==> src/rtl/dacfe_pkg.sv <==
`timescale 1ns/1ps
package dacfe_pkg;
  localparam int DATA_W = 12;
  localparam int OP_W   = 3;
  localparam int SUB_W  = 3;
  localparam int NCH    = 2;
  localparam int WORD_W = OP_W + DATA_W + 1;
  localparam int CMD_W  = OP_W + DATA_W;

  typedef struct packed {
    logic [NCH-1:0]    ld_in;
    logic [NCH-1:0]    upd;
    logic [NCH-1:0]    sd_set;
    logic [NCH-1:0]    sd_bit;
    logic              bias_off;
    logic [DATA_W-1:0] data;
  } ctl_t;
endpackage

==> src/rtl/dacfe_sync.sv <==
`timescale 1ns/1ps
module dacfe_sync #(
  parameter int W = 4,
  parameter int STAGES = 2,
  parameter logic [W-1:0] RST_VAL = '0
) (
  input  logic         clk,
  input  logic         rst,
  input  logic [W-1:0] d,
  output logic [W-1:0] q
);
  logic [W-1:0] stg [STAGES];

  always_ff @(posedge clk) begin
    if (rst) begin
      for (int i = 0; i < STAGES; i++) stg[i] <= RST_VAL;
    end else begin
      stg[0] <= d;
      for (int i = 1; i < STAGES; i++) stg[i] <= stg[i-1];
    end
  end

  assign q = stg[STAGES-1];
endmodule

==> src/rtl/dacfe_shifter.sv <==
`timescale 1ns/1ps
module dacfe_shifter
  import dacfe_pkg::*;
#(
  parameter int NBITS = WORD_W
) (
  input  logic             clk,
  input  logic             rst,
  input  logic             sel,        // synchronized frame select, active high
  input  logic             bit_in,
  input  logic             shift_en,   // serial clock rising edge
  input  logic             frame_end,  // frame select released
  output logic             word_valid,
  output logic [NBITS-2:0] word
);
  localparam int CNT_W = $clog2(NBITS + 2);
  localparam logic [CNT_W-1:0] CNT_MAX  = CNT_W'(NBITS + 1);
  localparam logic [CNT_W-1:0] CNT_FULL = CNT_W'(NBITS);

  logic [NBITS-1:0] sr;
  logic [CNT_W-1:0] cnt;

  always_ff @(posedge clk) begin
    if (rst) begin
      sr         <= '0;
      cnt        <= '0;
      word_valid <= 1'b0;
    end else begin
      word_valid <= frame_end && (cnt == CNT_FULL);
      if (!sel) begin
        cnt <= '0;
      end else if (shift_en) begin
        sr <= {sr[NBITS-2:0], bit_in};
        if (cnt != CNT_MAX) cnt <= cnt + 1'b1;
      end
    end
  end

  assign word = sr[NBITS-1:1];
endmodule

==> src/rtl/dacfe_decode.sv <==
`timescale 1ns/1ps
module dacfe_decode
  import dacfe_pkg::*;
(
  input  logic             clk,
  input  logic             rst,
  input  logic             cmd_valid,
  input  logic [CMD_W-1:0] cmd,
  output ctl_t             ctl
);
  localparam int D_TOP = DATA_W - 1;

  logic [OP_W-1:0]   op;
  logic [DATA_W-1:0] d;
  logic [SUB_W-1:0]  sub;
  ctl_t              nxt;

  assign op  = cmd[CMD_W-1 -: OP_W];
  assign d   = cmd[DATA_W-1:0];
  assign sub = d[D_TOP -: SUB_W];

  always_comb begin
    nxt      = '0;
    nxt.data = d;
    unique case (op)
      3'b001: nxt.ld_in = 2'b01;
      3'b010: begin nxt.ld_in = 2'b01; nxt.upd = 2'b11; end
      3'b011: begin nxt.ld_in = 2'b11; nxt.upd = 2'b11; end
      3'b100: nxt.upd = 2'b11;
      3'b101: nxt.ld_in = 2'b10;
      3'b110: begin nxt.ld_in = 2'b10; nxt.upd = 2'b11; end
      3'b111: begin
        nxt.sd_set = 2'b11;
        nxt.sd_bit = {d[D_TOP-1], d[D_TOP]};
      end
      default: begin
        case (sub)
          3'b001: nxt.upd = 2'b01;
          3'b101: nxt.upd = 2'b10;
          3'b011: begin
            nxt.sd_set   = 2'b11;
            nxt.sd_bit   = {d[D_TOP-4], d[D_TOP-3]};
            nxt.bias_off = 1'b1;
          end
          3'b110: begin nxt.sd_set = 2'b01; nxt.sd_bit = {1'b0, d[D_TOP-3]}; end
          3'b111: begin nxt.sd_set = 2'b10; nxt.sd_bit = {d[D_TOP-3], 1'b0}; end
          default: ;
        endcase
      end
    endcase
  end

  always_ff @(posedge clk) begin
    if (rst)            ctl <= '0;
    else if (cmd_valid) ctl <= nxt;
    else                ctl <= '0;
  end
endmodule

==> src/rtl/dacfe_channel.sv <==
`timescale 1ns/1ps
module dacfe_channel
  import dacfe_pkg::*;
(
  input  logic              clk,
  input  logic              rst,
  input  logic              ld_in,
  input  logic              upd,
  input  logic              sd_set,
  input  logic              sd_bit,
  input  logic              strobe,
  input  logic [DATA_W-1:0] data,
  output logic [DATA_W-1:0] code,
  output logic              shdn,
  output logic              load_sel
);
  logic [DATA_W-1:0] hold_q;

  always_ff @(posedge clk) begin
    if (rst) begin
      hold_q   <= '0;
      code     <= '0;
      shdn     <= 1'b0;
      load_sel <= 1'b0;
    end else begin
      if (ld_in) hold_q <= data;
      if (upd || strobe) code <= ld_in ? data : hold_q;
      if (upd) begin
        shdn <= 1'b0;
      end else if (sd_set) begin
        shdn     <= 1'b1;
        load_sel <= sd_bit;
      end
    end
  end
endmodule

==> src/rtl/dacfe_top.sv <==
`timescale 1ns/1ps
module dacfe_top
  import dacfe_pkg::*;
#(
  parameter int SYNC_STAGES = 2
) (
  input  logic              clk,
  input  logic              rst,
  input  logic              sclk,
  input  logic              cs_n,
  input  logic              din,
  input  logic              ldac_n,
  output logic [DATA_W-1:0] dac_code_a,
  output logic [DATA_W-1:0] dac_code_b,
  output logic [NCH-1:0]    chan_shdn,
  output logic [NCH-1:0]    shdn_load,
  output logic              bias_en
);
  localparam int PIN_N = 4;
  localparam logic [PIN_N-1:0] PIN_IDLE = 4'b1100;  // {ldac_n, cs_n, sclk, din}

  logic [PIN_N-1:0]  pins_s;
  logic              sclk_d, cs_d;
  logic              sclk_rise, cs_rise;
  logic              word_valid;
  logic [CMD_W-1:0]  word;
  ctl_t              ctl;
  logic [DATA_W-1:0] codes [NCH];

  dacfe_sync #(.W(PIN_N), .STAGES(SYNC_STAGES), .RST_VAL(PIN_IDLE)) u_sync (
    .clk(clk), .rst(rst), .d({ldac_n, cs_n, sclk, din}), .q(pins_s)
  );

  always_ff @(posedge clk) begin
    if (rst) begin
      sclk_d <= 1'b0;
      cs_d   <= 1'b1;
    end else begin
      sclk_d <= pins_s[1];
      cs_d   <= pins_s[2];
    end
  end

  assign sclk_rise = pins_s[1] & ~sclk_d;
  assign cs_rise   = pins_s[2] & ~cs_d;

  dacfe_shifter #(.NBITS(WORD_W)) u_shift (
    .clk(clk), .rst(rst), .sel(~pins_s[2]), .bit_in(pins_s[0]),
    .shift_en(sclk_rise), .frame_end(cs_rise),
    .word_valid(word_valid), .word(word)
  );

  dacfe_decode u_dec (
    .clk(clk), .rst(rst), .cmd_valid(word_valid), .cmd(word), .ctl(ctl)
  );

  for (genvar ch = 0; ch < NCH; ch++) begin : g_ch
    dacfe_channel u_ch (
      .clk(clk), .rst(rst),
      .ld_in(ctl.ld_in[ch]), .upd(ctl.upd[ch]),
      .sd_set(ctl.sd_set[ch]), .sd_bit(ctl.sd_bit[ch]),
      .strobe(~pins_s[3]), .data(ctl.data),
      .code(codes[ch]), .shdn(chan_shdn[ch]), .load_sel(shdn_load[ch])
    );
  end

  assign dac_code_a = codes[0];
  assign dac_code_b = codes[1];

  always_ff @(posedge clk) begin
    if (rst)               bias_en <= 1'b1;
    else if (|ctl.upd)     bias_en <= 1'b1;
    else if (ctl.bias_off) bias_en <= 1'b0;
  end
endmodule

==> config.mk <==
export PLATFORM = sky130hd
export DESIGN_NAME = dacfe_top
export DESIGN_NICKNAME = d
export VERILOG_FILES = /design/src/rtl/dacfe_pkg.sv /design/src/rtl/dacfe_sync.sv /design/src/rtl/dacfe_shifter.sv /design/src/rtl/dacfe_decode.sv /design/src/rtl/dacfe_channel.sv /design/src/rtl/dacfe_top.sv
export SDC_FILE = /design/constraint.sdc
export NUM_CORES = 1
export LEC_CHECK = 0
export BUFFER_PORTS_ARGS = -buffer_cell sky130_fd_sc_hd__buf_4
export CAP_MARGIN = 20
export CORE_UTILIZATION = 25
export DETAILED_ROUTE_END_ITERATION = 12
export PLACE_DENSITY = 0.48
export SLEW_MARGIN = 30
export SYNTH_ARGS = -nofsm -noshare
export SYNTH_HDL_FRONTEND = slang
export SYNTH_SLANG_ARGS = --single-unit
export TNS_END_PERCENT = 20
==> constraint.sdc <==
create_clock -name clk -period 1.4 [get_ports clk]
set_clock_uncertainty 0.15 [all_clocks]
set_input_delay 0.28 -clock clk [delete_from_list [all_inputs] [get_ports clk]]
set_output_delay 0.28 -clock clk [all_outputs]
set_load 0.02 [all_outputs]
==> flow_metrics.py, run 1 <==
metrics = {
    "run_status": {
        "status": "completed",
    },
    "grt": {
        "grt_max_degree": 42,
        "grt_pass1_wl_um": 11800,
        "antenna_found_initial": 0,
        "grt_overflow": 0,
        "grt_pass1_vias": 2452,
        "track_usage": 0.0999,
    },
    "pwr": {
        "leakage_nw": 1.69,
        "peakVddDrop_mv": 0.659,
        "powerDensity_nw_per_um2": 1270,
    },
    "clocking": {
        "clk_pin_slew_ps": 70,
        "cts_max_level": 3,
        "clockRootBuffer": "clkbuf_16",
        "cts_tree": "yes",
        "cts_buffer_depth": 2,
        "clkLatencyLatePin_ps": 350,
        "clkSinkCount": 106,
        "numCtsBuffers": 9,
    },
    "placement": {
        "hpwl_um": 5020,
        "io_buffers": 34,
        "gp_congestion": 0.715,
    },
    "hold_path": {
        "worstHoldPathType": "input pin to flop",
        "min_from": "rst",
    },
    "synth": {
        "synth_most_common_cell": "dfxtp_1",
        "postSynthCellCount": 377,
        "avgSynthCellArea_um2": 9.81,
        "synth_edf_count": 0,
        "yosysUniqueCellTypes": 41,
        "ys_dominant_reg_cell": "dfxtp_1",
        "synth-seq-area-share": 0.574,
        "synth_seq_cells": 106,
        "synth_top_family_by_area": "simple AND/OR/NAND/NOR gates",
        "synth_commonest_cells": "106 x dfxtp_1, 55 x nor2_1, 38 x nand2_1, 27 x mux2i_1, 24 x a211oi_1",
        "synthMuxAreaShare": 0.0731,
        "synth_area_um2": 3700,
        "synth.largest_area_cell": "dfxtp_1",
        "synth_xor_area_frac": 0.00237,
        "async_flop_share": 0,
        "synth_top_area_frac": 0.574,
        "synth_fa_ha_area_frac": 0.0102,
        "syn-num-nets": 386,
        "synth_compound_area_frac": 0.106,
        "synth_area_leaders": "dfxtp_1 57%, mux2i_1 7.3%, nor2_1 5.6%",
        "synthSimpleGateAreaFrac": 0.191,
        "yosys_warnings": 0,
    },
    "sta": {
        "setup_violations": 0,
        "slew_headroom": 0.818,
        "hold_violations": 0,
        "drv_slew": 0,
        "min_period_ps": 1380,
        "tns_ps": 0,
        "worst_pin_slew_ps": 266,
        "max_freq_mhz": 724,
        "min_period_over_period": 0.987,
        "rsz0062_at_grt": "true",
    },
    "detailed_routing": {
        "wl_met1_um": 3430,
        "wirelength_um": 7030,
        "wl_met3_um": 282,
        "vias": 2601,
        "drc": 0,
        "wl_per_cell_um": 11.5,
        "ant_nets": 0,
        "top_layer_used": "met4",
        "viasPerCell": 4.26,
        "wl_met2_um": 3220,
        "drt_iter0_markers": 124,
        "drt_first_pass_iters": 4,
    },
    "setup_path": {
        "worstPathRequired_ps": 1540,
        "worst_ep_arrival_time_ps": 1530,
        "end_kind": "flop",
        "crit_start": "u_shift.cnt[1]",
        "critPathLaunchType": "flop",
        "r2r_start": "u_shift.cnt[1]",
        "worst-path-max-fanout": 3,
        "critical_path_class": "flop to flop",
    },
    "floorplan": {
        "ios": 35,
        "die_w_um": 124,
        "die_y_um": 124,
        "start_util": 0.255,
        "rows": 44,
        "die_area_um2": 15300,
        "coreArea_um2": 14500,
    },
    "cells_and_area": {
        "area_growth_pct": 25.6,
        "diodes": 0,
        "n_fill_cell": 1484,
        "fin_nets": 431,
        "utilization": 0.321,
        "drive_gt1_frac": 0.204,
    },
    "flow_run": {
        "max_cap_violations": 0,
    },
}
[stage by stage]
step | power, mW | cell area, µm² | hold slack [ps] | std cells | setup slack (ps)
after CTS | 6.01 | 4620 | 3.17 | 610 | 22.5
after detailed placement | 3.41 | 4280 | 242 | 591 | -22.8
after floorplan | 3.29 | 3700 | 223 | 377 | 7.73
final | 5.91 | 4640 | 10.8 | 611 | 18.5
after global placement | 3.41 | 4280 | 236 | 591 | 26.7
after global routing | 6.15 | 4640 | 12.9 | 611 | -55.8
[worst paths after layout]
kind | endpoint | slack [ps] | depth (start not counted)
max | u_shift.cnt[2] | 20 | 5
min | u_shift.word_valid | 10 | 2
max reg2reg | u_shift.cnt[2] | 20 | 5
min reg2reg | u_shift.word_valid | 250 | 1
[logic make-up (layout without fill, tap and decap cells)]
family	Yosys count	count (layout)
and+or+nand+nor	145	145
DFF	106	106
AOI/OAI and AO/OA	61	61
buffers and inverters	34	84
muxes	27	27
adders and majority gates	3	3
xor gates and xnor gates	1	1
[state kept, by name (all words and copies together) (netlist names), 2 cells and up]
signal / count
u_dec.ctl: 21
u_sync.stg: 8
u_shift.cnt: 5
g_ch.u_ch.shdn: 2
g_ch.u_ch.hold_q: 24
g_ch.u_ch.load_sel: 2
u_shift.sr: 16
g_ch.u_ch.code: 24
[report_power, final]
| part | switching [mW] | internal, mW | leakage (nW) |
|---|---|---|---|
| logic | 0.143 | 0.114 | 0.682 |
| clock network | 1.15 | 1.42 | 0.153 |
| registers | 0.0217 | 3.06 | 0.859 |
[layout make-up]
| cell class | instances | area, µm² | area share |
|---|---|---|---|
| clock inverters | 7 | 81.3 | 0.0175 |
| repair buffers | 62 | 523 | 0.113 |
| well taps | 184 | 230 | 0.0496 |
| clock buffers | 9 | 225 | 0.0485 |
| multi-input cells | 237 | 1440 | 0.310 |
| flip-flops and latches | 106 | 2120 | 0.457 |
| inverters | 6 | 22.5 | 0.00485 |
[cells in the final DEF, fill, tap and decap left out, types with 3 or more instances in the layout]
master	synthesis	routed
and2_1	11	11
nor3_1	4	4
a211oi_1	24	24
buf_4	5	55
dfxtp_1	106	105
buf_12	0	4
inv_6	0	3
mux2i_1	27	27
nor2_1	55	55
nand2b_1	6	6
nor2b_1	9	9
a21oi_1	23	23
dlygate4sd3_1	0	3
nand3_1	3	3
inv_1	6	5
nand2_1	38	38
clkbuf_16	0	9
or2_2	4	4
[metal layers]
layer / GRT usage / up-vias
li1: - / 1357
met1: 0.127 / 1194
met2: 0.156 / 40
met3: 0.0357 / 10
met4: 0.0339 / 0
met5: 0 / -
[worst max-delay path: stages, from the launching register on]
cell	delay (ps)
dfxtp_2	340
inv_2	50
ha_4	150
and4bb_2	240
nor4b_2	250
o21a_1	150
[repair_timing]
| action | CTS | global route |
|---|---|---|
| endpoints found under the hold margin | 3 | 0 |
| resized for setup | 1 | 5 |
| setup endpoints to repair | 1 | 4 |
| buffers inserted | 0 | 1 |
| pin swaps | 2 | 2 |
| hold buffers | 3 | 0 |
Note: power is estimated with default switching activity, not from simulation.
==> inputs of run 2 (changes only) <==
--- a/config.mk
+++ b/config.mk
@@ -9,9 +9,10 @@
 export CAP_MARGIN = 20
 export CORE_UTILIZATION = 25
 export DETAILED_ROUTE_END_ITERATION = 12
-export PLACE_DENSITY = 0.48
-export SLEW_MARGIN = 30
+export PLACE_DENSITY = 0.47
+export SLEW_MARGIN = 15
 export SYNTH_ARGS = -nofsm -noshare
 export SYNTH_HDL_FRONTEND = slang
+export SYNTH_HIERARCHICAL = 1
 export SYNTH_SLANG_ARGS = --single-unit
 export TNS_END_PERCENT = 20
==> run 2 against run 1 <==
  * Combinational power rose by 13%
  * Global-route usage fell by 0.17 points
  * Via count fell by 2.8%
  * Sequential share of layout area fell by 0.97 points
  * Non-clock buffer count fell by 10
  * Synthesized cell count rose by 2.7%
  * Final area rose by 2.1%
  * Sequential power barely moved
  * Worst setup slack improved by 69 ps
  * Core utilization fell by 2.1 points
  * Critical path type unchanged
  * Critical endpoint is now g_ch[1].u_ch/code[7]
  * Largest power group unchanged
==> flow_metrics.py, run 2 <==
metrics = {
    "synth": {
        "synth-seq-area-share": 0.527,
        "ys_dominant_reg_cell": "dfxtp_1",
        "async_flop_share": 0,
        "synth_commonest_cells": "106 x dfxtp_1, 59 x nor2_1, 38 x nand2_1, 28 x mux2i_1, 24 x a211oi_2",
        "synth_edf_count": 0,
        "syn-num-nets": 396,
        "synth_seq_cells": 106,
        "synth_top_area_frac": 0.527,
        "yosysUniqueCellTypes": 39,
        "yosys_warnings": 6,
        "synth_area_um2": 4030,
        "avgSynthCellArea_um2": 10.4,
        "synth_most_common_cell": "dfxtp_1",
        "synth_area_leaders": "dfxtp_1 53%, a211oi_2 7.5%, mux2i_1 7.0%",
        "synth.largest_area_cell": "dfxtp_1",
        "postSynthCellCount": 387,
    },
    "floorplan": {
        "ios": 35,
        "die_w_um": 129,
        "rows": 46,
        "die_y_um": 129,
        "die_area_um2": 16600,
        "coreArea_um2": 15800,
        "start_util": 0.255,
    },
    "flow_run": {
        "max_cap_violations": 0,
    },
    "detailed_routing": {
        "ant_nets": 0,
        "wl_per_cell_um": 11.7,
        "drt_iter0_markers": 137,
        "drt_first_pass_iters": 4,
        "viasPerCell": 4.00,
        "drc": 0,
        "wirelength_um": 7420,
        "vias": 2529,
    },
    "sta": {
        "min_period_ps": 1310,
        "min_period_over_period": 0.938,
        "drv_slew": 0,
        "setup_violations": 0,
        "rsz0062_at_grt": "false",
        "max_freq_mhz": 762,
        "worst_pin_slew_ps": 423,
        "tns_ps": 0,
        "hold_violations": 0,
        "slew_headroom": 0.718,
        "hold_slack_ps": 71.8,
    },
    "clocking": {
        "clockRootBuffer": "clkbuf_16",
        "ctsResizeCount": 0,
        "clkLatencyLatePin_ps": 340,
        "clk_pin_slew_ps": 70,
        "numCtsBuffers": 9,
        "cts_max_level": 3,
        "cts_tree": "yes",
        "cts_buffer_depth": 2,
        "clkSinkCount": 106,
    },
    "setup_path": {
        "crit_family": "simple AND/OR/NAND/NOR gates",
        "worstPathRequired_ps": 1460,
        "worst_ep_arrival_time_ps": 1370,
        "rrSetupSlack_ps": 90,
        "max_stage_delay_ps": 310,
        "path_cells": "inv_1, or2_1, buf_12, nor2_1, a211oi_2",
        "slowest_stage": "dfxtp_1",
        "critPathLaunchType": "flop",
        "cp_num_cells": 5,
        "reg2reg_to": "g_ch[1].u_ch/code[7]",
        "r2r_start": "u_sync/stg[0][7]",
        "cp_num_buf_inv": 2,
        "reg2reg_depth": 5,
        "worst-path-max-fanout": 24,
        "critical_path_class": "flop to flop",
        "end_kind": "flop",
    },
    "pwr": {
        "combPwrFrac": 0.049,
        "peakVddDrop_mv": 0.607,
        "p_sw_frac": 0.217,
        "leakage_nw": 1.69,
        "p_int_mw": 4.62,
        "powerDensity_nw_per_um2": 1250,
        "p_seq_frac": 0.522,
        "net-switching-power_mw": 1.28,
        "totalPowerFinal_mw": 5.90,
        "power_frac_clock": 0.429,
    },
    "hold_path": {
        "hold_depth": 2,
        "hold_end": "u_sync/stg[0][1]",
        "worstHoldPathType": "input pin to flop",
        "min_from": "rst",
    },
    "grt": {
        "track_usage": 0.0981,
        "grt_pass1_vias": 2475,
        "grt_overflow": 0,
        "grt_max_degree": 37,
        "grt_pass1_wl_um": 12400,
        "antenna_found_initial": 0,
    },
    "placement": {
        "gp_congestion": 0.742,
        "hpwl_um": 5210,
        "io_buffers": 34,
    },
    "cells_and_area": {
        "top_regs": "g_ch.u_ch/code x24, g_ch.u_ch/hold_q x24, u_dec/ctl x21",
        "fin_nets": 420,
        "drive_gt1_frac": 0.260,
        "layout_commonest_cell": "dfxtp_1",
        "utilization": 0.300,
        "area_growth_pct": 17.7,
        "final_cell_mix": "106 x dfxtp_1, 59 x nor2_1, 43 x buf_4",
        "diodes": 0,
    },
    "run_status": {
        "status": "completed",
    },
}
-- run 2: cell types whose count changed after synthesis, moves of 4 or more --
cell,change
a211oi_1,-24
a211oi_2,+24
clkbuf_1,-16
buf_4,+14
a21oi_1,-13
a21oi_2,+10
or2_1,+7
buf_6,+5
nand4_1,+5
buf_2,+4
nor2_1,+4
or2_2,-4
-- run 2: kinds of logic after synthesis --
kind of cell,synth area share
compound gates,0.119
fa+ha+maj,0.00932
mux,0.0724
buf+inv,0.0873
flops,0.527
xor+xnor,0.00870
simple gates,0.177
-- run 2: power by group through the flow --
stage | Sequential [mW] | Clock, mW | Combinational (mW)
final | 3.08 | 2.53 | 0.291
after global routing | 3.09 | 2.79 | 0.315
after CTS | 3.08 | 2.65 | 0.296
after detailed placement | 3.15 | 0 | 0.287
after global placement | 3.15 | 0 | 0.283
after floorplan | 3.19 | 0 | 0.158
-- run 2: how the worst max path moves through the flow --
stage	from	end
after global routing	u_sync/stg[0][7]	g_ch[1].u_ch/code[0]
after CTS	u_sync/stg[0][7]	g_ch[1].u_ch/code[4]
after floorplan	u_sync/stg[0][5]	u_shift/sr[10]
after global placement	u_sync/stg[0][7]	g_ch[1].u_ch/code[2]
after detailed placement	u_sync/stg[0][7]	g_ch[1].u_ch/code[0]
final	u_sync/stg[0][7]	g_ch[1].u_ch/code[7]
-- run 2: timing repair --
action	CTS	global route
endpoints found under the hold margin	4	0
hold buffers	4	0
buffers inserted	0	0
-- run 2: routing by layer --
layer  part of all wire  global-route usage  vias to the layer above
met2               0.49               0.165                       33
met3              0.038              0.0370                        4
met4              0.011              0.0332                        0
met1               0.46               0.114                     1183
met5                  0                   0                        -
li1                   -                   -                     1309
-- run 2: stage by stage --
step           cell area (µm²)  instances  setup slack, ps
3_5_place_dp              4400        612             84.4
3_3_place_gp              4400        612             98.9
5_1_grt                   4740        632             29.1
6_report                  4740        632             87.1
2_1_floorplan             4030        387             70.8
4_1_cts                   4740        632             76.1
-- run 2: cell type report --
cell class	instances	area [µm²]
fillers	1628	11100
inverters	7	26.3
repair buffers	52	463
flip-flops and latches	106	2120
multi-input cells	235	1560
well taps	216	270
clock inverters	6	62.6
clock buffers	10	239
==> inputs of run 3 (changes only) <==
--- a/config.mk
+++ b/config.mk
@@ -5,11 +5,11 @@
 export SDC_FILE = /design/constraint.sdc
 export NUM_CORES = 1
 export LEC_CHECK = 0
-export BUFFER_PORTS_ARGS = -buffer_cell sky130_fd_sc_hd__buf_4
 export CAP_MARGIN = 20
 export CORE_UTILIZATION = 25
 export DETAILED_ROUTE_END_ITERATION = 12
-export PLACE_DENSITY = 0.47
+export DONT_BUFFER_PORTS = 1
+export PLACE_DENSITY = 0.46
 export SLEW_MARGIN = 15
 export SYNTH_ARGS = -nofsm -noshare
 export SYNTH_HDL_FRONTEND = slang
==> run 3 against run 2 <==
  * Final cell count fell by 4.9%
  * Worst setup slack lost 11 ps
  * Power is 5.8% lower
  * Flip-flop and latch count unchanged
  * Critical endpoint is now u_sync/stg[0][7]
  * The flow now finishes with violations (negative hold slack)
==> flow_metrics.py, run 3 (synthesized netlist as in run 2, its figures left out) <==
metrics = {
    "run_status": {
        "status": "complete, but fails checks",
        "violations": "negative hold slack",
    },
    "clocking": {
        "clockRootBuffer": "clkbuf_16",
        "clkLatencyLatePin_ps": 340,
        "cts_max_level": 3,
        "cts_tree": "yes",
        "cts_buffer_depth": 2,
        "ctsHoldBuffers": 10,
        "clk_pin_slew_ps": 70,
        "numCtsBuffers": 9,
        "post-cts-setup-buffer-count": 0,
        "clkSinkCount": 106,
    },
    "cells_and_area": {
        "fin_cells": 601,
        "final_cell_mix": "106 x dfxtp_1, 59 x nor2_1, 38 x nand2_1",
        "top_regs": "g_ch.u_ch/code x24, g_ch.u_ch/hold_q x24, u_dec/ctl x21",
        "drive_gt1_frac": 0.187,
        "fin_nets": 391,
        "layout_commonest_cell": "dfxtp_1",
        "area_growth_pct": 11.6,
        "diodes": 0,
        "stdcell_area_um2": 4500,
    },
    "setup_path": {
        "critical_path_class": "flop to flop",
        "reg2reg_depth": 2,
        "slowest_stage": "dlygate4sd3_1",
        "path_cells": "or2_1, dlygate4sd3_1",
        "worstPathRequired_ps": 1480,
        "critPathLaunchType": "flop",
        "max_stage_delay_ps": 560,
        "end_kind": "flop",
        "crit_family": "buffers and inverters",
        "cp_num_cells": 2,
        "worst_ep_arrival_time_ps": 1400,
        "worst-path-max-fanout": 1,
        "cp_num_buf_inv": 1,
    },
    "detailed_routing": {
        "drt_iter0_markers": 114,
        "wl_per_cell_um": 12.0,
        "drt_first_pass_iters": 4,
        "ant_nets": 0,
        "wirelength_um": 7190,
        "viasPerCell": 4.08,
        "vias": 2454,
        "drc": 0,
    },
    "pwr": {
        "leakage_nw": 1.50,
        "powerDensity_nw_per_um2": 1240,
        "peakVddDrop_mv": 0.559,
        "totalPowerFinal_mw": 5.56,
    },
    "sta": {
        "min_period_over_period": 0.945,
        "tns_ps": 0,
        "min_period_ps": 1320,
        "drv_slew": 0,
        "hold_violations": 71,
        "slew_headroom": 0.793,
        "max_freq_mhz": 756,
        "worst_pin_slew_ps": 303,
        "rsz0062_at_grt": "false",
        "setup_violations": 0,
        "hold_slack_ps": -107,
    },
    "placement": {
        "dpl.cell_count": 577,
        "placed_cell_area_um2": 4120,
        "gp_congestion": 0.715,
        "io_buffers": 0,
        "hpwl_um": 4890,
    },
    "flow_run": {
        "max_cap_violations": 0,
    },
    "grt": {
        "grt_pass1_wl_um": 12100,
        "track_usage": 0.0970,
        "grt_pass1_vias": 2480,
        "grt_max_degree": 84,
        "antenna_found_initial": 0,
        "grt_overflow": 0,
    },
    "hold_path": {
        "worstHoldPathType": "input pin to flop",
        "hold_depth": 1,
    },
    "floorplan": {
        "die_w_um": 129,
        "die_area_um2": 16600,
        "rows": 46,
        "ios": 35,
        "start_util": 0.255,
        "die_y_um": 129,
        "coreArea_um2": 15800,
    },
}
## run 3: cell types whose count changed in the layout (fill, tap and decap cells not counted)
cell and change:
nor2b_4 +1, clkbuf_8 -1, buf_12 -1, nor2b_1 -1
clkinv_2 -3, bufinv_16 -1, buf_4 -34, dlygate4sd3_1 +6
clkinvlp_4 +3
## run 3: area by class of cell
cell class              instances  area, µm²
fillers                      1670      11300
flip-flops and latches        106       2120
multi-input cells             235       1570
well taps                     216        270
repair buffers                 23        248
clock buffers                   9        225
clock inverters                 5       40.0
inverters                       7       26.3
## run 3: path summary, 6_finish.rpt
check | start | end | slack (ps)
hold / removal | rst | u_shift/sr[14] | -110
hold reg to reg | u_dec/ctl[12] | bias_en | 260
setup reg to reg | u_sync/stg[0][3] | u_sync/stg[0][7] | 80
setup / recovery | u_sync/stg[0][3] | u_sync/stg[0][7] | 80
## run 3: layer usage
metal | routed length [µm] | track usage | vias to the layer above
li1 | - | - | 1251
met2 | 3740 | 0.172 | 38
met5 | 0 | 0 | -
met3 | 357 | 0.0399 | 8
met4 | 93 | 0.0332 | 0
met1 | 2990 | 0.104 | 1157
## run 3: what timing repair did
action                                 in CTS  in global routing
setup endpoints to repair                   0                  3
resized for setup                           0                  2
endpoints found under the hold margin      80                 71
## run 3: worst register-to-register path, delay by kind of cell, from the launching register on
family / cells / cell delay, ps
buf+inv: 1 / 560
flops: 1 / 300
simple gates: 1 / 200
## run 3: power breakdown
group          leakage [nW]  total [mW]  switching (mW)  internal, mW
sequential            0.858        3.12          0.0596          3.06
combinational         0.523       0.155          0.0739        0.0808
clock                 0.120        2.29            1.09          1.20
total                  1.50        5.56            1.22          4.34
## run 3: through the flow
stage	util	setup WS [ps]
floorplan	-	70.8
global placement	0.261	127
detailed placement	0.261	101
CTS	0.284	60.7
global route	0.284	29.2
finish	0.284	76.5
